## config.mk

```make
export PLATFORM = sky130hd
export DESIGN_NAME = pll_mul_ctrl
export DESIGN_NICKNAME = d
export VERILOG_FILES = /design/src/rtl/pll_mul_pkg.sv /design/src/rtl/pll_ref_halver.sv /design/src/rtl/pll_mul_ctrl_logic.sv /design/src/rtl/pll_mul_datapath.sv /design/src/rtl/pll_mul_ctrl.sv
export SDC_FILE = /design/constraint.sdc
export NUM_CORES = 1
export LEC_CHECK = 0
export ABC_AREA = 1
export BUFFER_PORTS_ARGS = -buffer_cell sky130_fd_sc_hd__buf_2
export CAP_MARGIN = 40
export CORE_MARGIN = 4
export CORE_UTILIZATION = 30
export DETAILED_ROUTE_END_ITERATION = 12
export PLACE_DENSITY = 0.65
export SYNTH_ARGS = -nofsm -noshare
export SYNTH_HDL_FRONTEND = slang
export SYNTH_HIERARCHICAL = 1
export SYNTH_SLANG_ARGS = --single-unit
```

## constraint.sdc

```tcl
create_clock -name clk -period 1.71 [get_ports clk]
set_input_delay 0.2565 -clock clk [delete_from_list [all_inputs] [get_ports clk]]
set_output_delay 0.2565 -clock clk [all_outputs]
set_load 0.005 [all_outputs]
```

## src/rtl/pll_mul_pkg.sv

```systemverilog
`timescale 1ns/1ps
package pll_mul_pkg;
  localparam int DATA_W    = 32;
  localparam int EN_BIT    = 31;  // write: enable request
  localparam int STAT_BIT  = 31;  // read: lock status
  localparam int EN_RD_BIT = 30;  // read: enable request
  localparam int MULT_LSB  = 24;
  localparam int MULT_W    = 6;
  localparam int SEL_LSB   = 6;
  localparam int SEL_W     = 2;
  localparam int RATIO_W   = MULT_W + 2;
  localparam int ADDR_CTRL  = 0;
  localparam int ADDR_DELAY = 1;

  typedef struct packed {
    logic loadEnable;
    logic enableVal;
    logic loadMult;
    logic loadSel;
    logic loadDelay;
    logic restart;
  } ctrlStrobes_t;
endpackage

```

## src/rtl/pll_ref_halver.sv

```systemverilog
`timescale 1ns/1ps
module pll_ref_halver (
  input  logic clk,
  input  logic rst,
  input  logic tick,
  output logic halfEdge
);
  logic phaseQ;

  always_ff @(posedge clk) begin
    if (rst)       phaseQ <= 1'b0;
    else if (tick) phaseQ <= ~phaseQ;
  end

  // every second input pulse is one edge of the halved reference
  assign halfEdge = tick & phaseQ;
endmodule

```

## src/rtl/pll_mul_ctrl_logic.sv

```systemverilog
`timescale 1ns/1ps
module pll_mul_ctrl_logic
  import pll_mul_pkg::*;
#(
  parameter int NUM_REF  = 3,
  parameter int MULT_MIN = 19,
  parameter int MULT_MAX = 45,
  parameter int ADDR_W   = 2
) (
  input  logic                wrEn,
  input  logic [ADDR_W-1:0]   addr,
  input  logic [DATA_W-1:0]   wrData,
  input  logic                curEnable,
  input  logic [MULT_W-1:0]   curMult,
  input  logic [SEL_W-1:0]    curSel,
  output ctrlStrobes_t        strobes
);
  logic              hitCtrl;
  logic              hitDelay;
  logic [MULT_W-1:0] newMult;
  logic [SEL_W-1:0]  newSel;
  logic              newEnable;
  logic              multOk;
  logic              selOk;
  logic              multChanged;
  logic              selChanged;

  always_comb begin
    hitCtrl   = wrEn && (addr == ADDR_W'(ADDR_CTRL));
    hitDelay  = wrEn && (addr == ADDR_W'(ADDR_DELAY));
    newMult   = wrData[MULT_LSB +: MULT_W];
    newSel    = wrData[SEL_LSB +: SEL_W];
    newEnable = wrData[EN_BIT];
    multOk    = (int'(newMult) >= MULT_MIN) && (int'(newMult) <= MULT_MAX);
    selOk     = int'(newSel) < NUM_REF;
    multChanged = multOk && (newMult != curMult);
    selChanged  = selOk && (newSel != curSel);

    strobes.loadEnable = hitCtrl;
    strobes.enableVal  = newEnable;
    strobes.loadMult   = hitCtrl && multOk;
    strobes.loadSel    = hitCtrl && selOk;
    strobes.loadDelay  = hitDelay;
    strobes.restart    = hitCtrl && newEnable &&
                         (!curEnable || multChanged || selChanged);
  end
endmodule

```

## src/rtl/pll_mul_datapath.sv

```systemverilog
`timescale 1ns/1ps
module pll_mul_datapath
  import pll_mul_pkg::*;
#(
  parameter int NUM_REF    = 3,
  parameter int LOCK_W     = 8,
  parameter int LOCK_RESET = 8,
  parameter int MULT_RESET = 19,
  parameter int ADDR_W     = 2
) (
  input  logic                clk,
  input  logic                rst,
  input  ctrlStrobes_t        strobes,
  input  logic [DATA_W-1:0]   wrData,
  input  logic [ADDR_W-1:0]   addr,
  input  logic [NUM_REF-1:0]  refTick,
  output logic                enableQ,
  output logic [MULT_W-1:0]   multQ,
  output logic [SEL_W-1:0]    selQ,
  output logic [LOCK_W-1:0]   delayQ,
  output logic                locked,
  output logic [RATIO_W-1:0]  ratio,
  output logic [DATA_W-1:0]   rdData
);
  logic [NUM_REF-1:0] halfEdge;
  logic               selEdge;
  logic               enableNext;
  logic [LOCK_W-1:0]  lockCnt;

  always_ff @(posedge clk) begin
    if (rst) begin
      enableQ <= 1'b0;
      multQ   <= MULT_W'(MULT_RESET);
      selQ    <= '0;
      delayQ  <= LOCK_W'(LOCK_RESET);
    end else begin
      if (strobes.loadEnable) enableQ <= strobes.enableVal;
      if (strobes.loadMult)   multQ   <= wrData[MULT_LSB +: MULT_W];
      if (strobes.loadSel)    selQ    <= wrData[SEL_LSB +: SEL_W];
      if (strobes.loadDelay)  delayQ  <= wrData[LOCK_W-1:0];
    end
  end

  for (genvar g = 0; g < NUM_REF; g++) begin : gHalve
    pll_ref_halver u_halver (
      .clk      (clk),
      .rst      (rst),
      .tick     (refTick[g]),
      .halfEdge (halfEdge[g])
    );
  end

  always_comb begin
    selEdge = 1'b0;
    for (int i = 0; i < NUM_REF; i++)
      if (selQ == SEL_W'(i)) selEdge = halfEdge[i];
  end

  assign enableNext = strobes.loadEnable ? strobes.enableVal : enableQ;

  always_ff @(posedge clk) begin
    if (rst)
      lockCnt <= '0;
    else if (strobes.restart || !enableNext)
      lockCnt <= '0;
    else if (selEdge && (lockCnt < delayQ))
      lockCnt <= lockCnt + LOCK_W'(1);
  end

  assign locked = enableQ && (lockCnt >= delayQ);

  always_comb begin
    if (enableQ) ratio = RATIO_W'((RATIO_W'(multQ) + RATIO_W'(1)) << 1);
    else         ratio = RATIO_W'(1);
  end

  always_comb begin
    rdData = '0;
    if (addr == ADDR_W'(ADDR_CTRL)) begin
      rdData[STAT_BIT]             = locked;
      rdData[EN_RD_BIT]            = enableQ;
      rdData[MULT_LSB +: MULT_W]   = multQ;
      rdData[SEL_LSB +: SEL_W]     = selQ;
    end else if (addr == ADDR_W'(ADDR_DELAY)) begin
      rdData[LOCK_W-1:0] = delayQ;
    end
  end
endmodule

```

## src/rtl/pll_mul_ctrl.sv

```systemverilog
`timescale 1ns/1ps
module pll_mul_ctrl
  import pll_mul_pkg::*;
#(
  parameter int NUM_REF    = 3,
  parameter int MULT_MIN   = 19,
  parameter int MULT_MAX   = 45,
  parameter int MULT_RESET = 19,
  parameter int LOCK_W     = 8,
  parameter int LOCK_RESET = 8,
  parameter int ADDR_W     = 2
) (
  input  logic                   clk,
  input  logic                   rst,
  input  logic                   wrEn,
  input  logic [ADDR_W-1:0]      addr,
  input  logic [31:0]            wrData,
  output logic [31:0]            rdData,
  input  logic [NUM_REF-1:0]     refTick,
  output logic [RATIO_W-1:0]     ratio,
  output logic [SEL_W-1:0]       refSel,
  output logic                   locked
);
  ctrlStrobes_t      strobes;
  logic              enableQ;
  logic [MULT_W-1:0] multField;
  logic [LOCK_W-1:0] lockDelay;

  pll_mul_ctrl_logic #(
    .NUM_REF (NUM_REF), .MULT_MIN (MULT_MIN), .MULT_MAX (MULT_MAX), .ADDR_W (ADDR_W)
  ) u_ctrl (
    .wrEn      (wrEn),
    .addr      (addr),
    .wrData    (wrData),
    .curEnable (enableQ),
    .curMult   (multField),
    .curSel    (refSel),
    .strobes   (strobes)
  );

  pll_mul_datapath #(
    .NUM_REF (NUM_REF), .LOCK_W (LOCK_W), .LOCK_RESET (LOCK_RESET),
    .MULT_RESET (MULT_RESET), .ADDR_W (ADDR_W)
  ) u_dp (
    .clk     (clk),
    .rst     (rst),
    .strobes (strobes),
    .wrData  (wrData),
    .addr    (addr),
    .refTick (refTick),
    .enableQ (enableQ),
    .multQ   (multField),
    .selQ    (refSel),
    .delayQ  (lockDelay),
    .locked  (locked),
    .ratio   (ratio),
    .rdData  (rdData)
  );
endmodule

```

==> results.tsv, run 1 <==
metric	value	unit
vias	2147	
worst_setup_path_start_kind	flop	
synthCells	324	
dr.first_iter.drc_count	113	
nFillCells	686	
post_drt_wl_per_cell	11.4	µm
post_dp_cell_area	0.00233	mm²
drtPass1Iterations	4	
track_usage	0.127	
gp_congestion	0.823	
netlist_area	0.00204	mm²
cts-htree-levels	1	
fin_skew	8.22	ps
wl	5270	µm
vias_per_cell	4.65	
setup_viol	2	
max_freq	568	MHz
outcome	complete, but fails checks	
synth_edf_count	0	
rsz0062_at_grt	true	
maxCapViolCount	0	
p_total	1.34	mW
leakagePower	1.34	nW
cts_hold_buf	0	
first_global_vias	1859	
avgSynthCellArea	6.29	µm²
clock_latency	280	ps
critPathMaxFanout	2	
clock_sinks	28	
synthFlopType	dfxtp_1	
fin_crit_sh	1.03	
antenna_found_initial	0	
drcViolationCount	0	
die_area	0.00817	mm²
hold_viol_final	0	
n_antenna_cell	0	
grt_max_degree	15	
cts_tree	done	
dp_slack	122	ps
die_h	90.4	µm
area_growth_syn_to_layout	28.4	%
ir_drop	0.334	mV
clk_pin_slew_worst_paths	100	ps
cts_root_buf	clkbuf_8	
grt_overflow	0	
rows	29	
initial_utilization	0.315	
synth_cell_type_count	31	
end_kind	output port	
clk_path_buf_depth	2	
ys_seq_area_frac	0.275	
crit_type	flop to output port	
dpl.hpwl	4040	µm
crit_arrival	1500	ps
io_pins	83	
drive_above_1_share	0.338	
core_area	0.00646	mm²
synth_warnings	6	
cts_buffers	3	
io_buffers	49	
final-max-slew-violation-count	0	
fp.dieW	90.4	µm
synth-seq-cells	28	
p_per_area	514	mW/mm²
min_path_type	primary input to flop	
final_core_util	0.405	
postLayoutCellArea	0.00262	mm²
totalNegativeSetupSlack	-84.1	ps
critPathRequiredTime	1450	ps
layout.nets	437	
drtAntennaViolNets	0	
violations	negative setup slack	
grt_pass1_wl	8710	µm
setup_slack	-50.3	ps
period_minus_slack	1760	ps
synth-async-reset-ratio	0	
layout make-up:
type | instances | area [µm²] | share of cell area
multi-input combinational | 227 | 1290 | 0.495
tap | 77 | 96.3 | 0.0368
timing repair buffer | 64 | 358 | 0.137
sequential | 28 | 589 | 0.225
clock buffer | 3 | 41.3 | 0.0158
inverter | 63 | 236 | 0.0904
synth_stat cells (4+ instances only):
| cell type | number | area share |
|---|---|---|
| nand2_1 | 65 | 0.12 |
| nand3_1 | 14 | 0.034 |
| nor2_2 | 4 | 0.012 |
| inv_2 | 7 | 0.013 |
| o21ai_0 | 20 | 0.049 |
| nand4_1 | 9 | 0.028 |
| a21oi_1 | 27 | 0.066 |
| ha_1 | 10 | 0.061 |
| dfxtp_1 | 28 | 0.28 |
| inv_1 | 55 | 0.10 |
| nor2_1 | 42 | 0.077 |
| buf_4 | 19 | 0.070 |
cell families (layout without fill, tap and decap cells):
logic type / Yosys count / after routing / synth area share
buffers and inverters: 84 / 130 / 0.190
adders and majority gates: 10 / 10 / 0.0614
and+or+nand+nor: 147 / 147 / 0.331
xor gates and xnor gates: 1 / 1 / 0.00430
DFF: 28 / 28 / 0.275
other: 1 / 16 / 0.00184
AOI/OAI and AO/OA: 53 / 53 / 0.136
path summary, 6_finish.rpt:
check        cells after the start           start               to  slack (ps)
min reg2reg                      2  u_dp/delayQ[6]   u_dp/delayQ[6]         490
min                              3       wrData[3]   u_dp/delayQ[3]         200
max                              8  u_dp/delayQ[7]           locked         -50
max reg2reg                      9  u_dp/delayQ[7]  u_dp/lockCnt[0]         200
critical path: stages (launching register included):
cell and delay (ps):
dfxtp_2 330, inv_2 40, ha_4 240, a21o_1 190
nor2_4 120, nand3_2 80, nand2_1 60, inv_1 50
buf_2 120
metrics by stage:
step | hold WS (ps) | cells
after global routing | 213 | 462
after CTS | 198 | 459
final | 204 | 462
after global placement | 470 | 450
after floorplan | 329 | 339
after detailed placement | 476 | 450
registers in the layout, summed over array words and instances, names as in the netlist:
signal,flops
u_dp/delayQ,8
u_dp/enableQ,1
u_dp/gHalve.u_halver/phaseQ,3
u_dp/lockCnt,8
u_dp/multQ,6
u_dp/selQ,2
cell usage in the layout, fill, tap and decap left out, types with 8 or more instances in the layout:
cell / n
nand2_1: 61
buf_2: 49
inv_1: 47
nor2_1: 41
a21oi_1: 26
o21ai_0: 20
conb_1: 16
buf_4: 15
inv_2: 15
dfxtp_2: 14
nand3_1: 13
dfxtp_1: 11
nand4_1: 9
ha_4: 8
layer usage:
metal | share of wire | global-route usage | up-vias
met5 | 0 | 0 | -
met4 | 0.013 | 0.0319 | 0
met3 | 0.054 | 0.0308 | 7
met2 | 0.45 | 0.196 | 56
met1 | 0.49 | 0.177 | 974
li1 | - | - | 1110
timing repair:
item	4_1_cts	5_1_grt
endpoints found under the setup margin	4	10
setup buffers	6	3
pin swaps	14	11
resized for setup	37	12
where the power goes:
group          internal (mW)  switching (mW)  leakage [nW]
logic                  0.114           0.171          1.08
clock network          0.158           0.207        0.0216
registers              0.673          0.0198         0.235
Note: power is estimated with default switching activity, not from simulation.
==> run 2: changes to the inputs <==
ABC_AREA = not set   (was 1)
PLACE_DENSITY = 0.66   (was 0.65)
clock period = 1.7 ns   (was 1.71 ns; I/O delays follow)
==> run 2 against run 1 <==
The flow still finishes with violations (negative setup slack). Cell area grew 7.2%. Worst hold slack is essentially flat. Clock skew shrank 3.0 ps. Largest cell class unchanged. Largest power group unchanged. Highest routed layer unchanged.
==> results.tsv, run 2 <==
metric	value	unit
final-max-slew-violation-count	0	
violations	negative setup slack	
vias	1929	
critPathRequiredTime	1440	ps
io_pins	83	
crit_type	flop to output port	
fp.dieW	87.4	µm
end_kind	output port	
first_global_vias	1710	
cts_tree	done	
grt_max_degree	15	
p_per_area	486	mW/mm²
ir_drop	0.433	mV
grt_pass1_wl	8180	µm
dpl.hpwl	4010	µm
rsz0062_at_grt	true	
vias_per_cell	4.74	
drcViolationCount	0	
fin_crit_sh	1.24	
synth-seq-cells	28	
gp_congestion	0.834	
max_freq	475	MHz
synth_cell_type_count	40	
clk_path_buf_depth	2	
reg_top3	u_dp/delayQ x8, u_dp/lockCnt x8, u_dp/multQ x6	
maxCapViolCount	0	
leakagePower	1.26	nW
cts-htree-levels	1	
layout_commonest_cell	buf_4	
layout_common_cells	51 x buf_4, 49 x buf_2, 30 x nor2_1, 19 x mux2i_1, 17 x dfxtp_1	
synth.area.top_cells	dfxtp_1 30%, mux2i_1 10%, buf_4 7.5%	
setup_slack	-405	ps
final_core_util	0.466	
layout.nets	384	
die_h	87.4	µm
synth_common_cells	31 x nor2_1, 28 x dfxtp_1, 19 x buf_4, 19 x mux2i_1	
outcome	complete, but fails checks	
die_area	0.00763	mm²
cts_hold_buf	0	
post_dp_cell_area	0.00249	mm²
synth-async-reset-ratio	0	
crit_arrival	1850	ps
clock_sinks	28	
synth_edf_count	0	
drive_above_1_share	0.461	
dp_slack	-287	ps
tightest_slew	563	ps
postLayoutCellArea	0.00281	mm²
synthCells	232	
core_area	0.00603	mm²
clock_latency	280	ps
synth.largest_area_cell	dfxtp_1	
min_path_type	primary input to flop	
ys_seq_area_frac	0.297	
avgSynthCellArea	8.14	µm²
track_usage	0.133	
n_antenna_cell	0	
totalNegativeSetupSlack	-2780	ps
nFillCells	588	
synth_top_area_frac	0.297	
critPathMaxFanout	2	
clk_pin_slew_worst_paths	100	ps
drtPass1Iterations	4	
initial_utilization	0.314	
period_minus_slack	2110	ps
synthFlopType	dfxtp_1	
max_slew_margin	0.623	
wl	5460	µm
dr.first_iter.drc_count	95	
cts_root_buf	clkbuf_8	
rows	28	
post_drt_wl_per_cell	13.4	µm
synth_most_common_cell	nor2_1	
netlist_area	0.00189	mm²
setup_viol	10	
cts_buffers	3	
p_total	1.36	mW
worst_setup_path_start_kind	flop	
grt_overflow	0	
io_buffers	49	
area_growth_syn_to_layout	48.5	%
hold_viol_final	0	
fin_skew	5.21	ps
synth_warnings	6	
drtAntennaViolNets	0	
antenna_found_initial	0	
## run 2: cell types whose count changed after synthesis, sizes merged, moves of 6 or more
| cell | change |
|---|---|
| inv | -49 |
| xnor2 | +6 |
| nand2 | -55 |
| mux2i | +19 |
| o21ai | -18 |
| nand4 | -6 |
| nor2 | -16 |
| and2 | +16 |
| a21oi | -15 |
| nand3 | -9 |
## run 2: path summary, 6_finish.rpt
path	start	to	slack, ps	depth (start not counted)
max reg2reg	u_dp/delayQ[1]	u_dp/lockCnt[1]	-320	9
max	u_dp/delayQ[1]	rdData[31]	-410	9
min	wrData[3]	u_dp/delayQ[3]	200	3
min reg2reg	u_dp/lockCnt[7]	u_dp/lockCnt[7]	500	2
## run 2: metrics by stage
| step | cells | hold slack [ps] |
|---|---|---|
| global placement | 393 | 481 |
| detailed placement | 393 | 487 |
| finish | 407 | 205 |
| global route | 407 | 189 |
| CTS | 400 | 194 |
| floorplan | 247 | 320 |
## run 2: logic make-up (layout without fill, tap and decap cells)
logic type,count (synthesis),count (layout),synth area share
AOI/OAI and AO/OA,34,35,0.115
xor gates and xnor gates,12,12,0.0556
adders and majority gates,10,10,0.0662
buffers and inverters,38,122,0.117
DFF,28,28,0.297
muxes,20,20,0.107
other,1,16,0.00198
and+or+nand+nor,89,89,0.241
## run 2: power by group
group	leakage (nW)	internal [mW]	switching, mW
sequential	0.230	0.676	0.0130
clock	0.0216	0.159	0.208
combinational	1.01	0.150	0.155
## run 2: layout make-up
cell class / instances / area, µm² / share of cell area
Multi-Input combinational cell: 182 / 1360 / 0.483
Clock buffer: 3 / 41.3 / 0.0147
Tap cell: 75 / 93.8 / 0.0335
Sequential cell: 28 / 574 / 0.205
Inverter: 14 / 56.3 / 0.0201
Timing Repair Buffer: 105 / 684 / 0.244
## run 2: what timing repair did
| item | CTS | global route |
|---|---|---|
| buffers inserted | 4 | 8 |
| setup endpoints to repair | 12 | 13 |
| resized for setup | 18 | 24 |
| pin swaps | 8 | 12 |
| cloned | 1 | 0 |
## run 2: worst max-delay path, cell delays in order, from the launching register on
cell,delay [ps]
dfxtp_2,350
inv_2,40
ha_4,210
nor2b_4,120
o211ai_1,250
buf_4,170
a31oi_1,80
nor2_1,160
nor2b_1,70
buf_2,130
## run 2: metal layers
metal  vias to the layer above  global-route usage  share of wire
li1                        966                   -              -
met4                         0              0.0251         0.0026
met3                         2              0.0227          0.048
met1                       912               0.179           0.46
met2                        49               0.224           0.49
met5                         -                   0              0
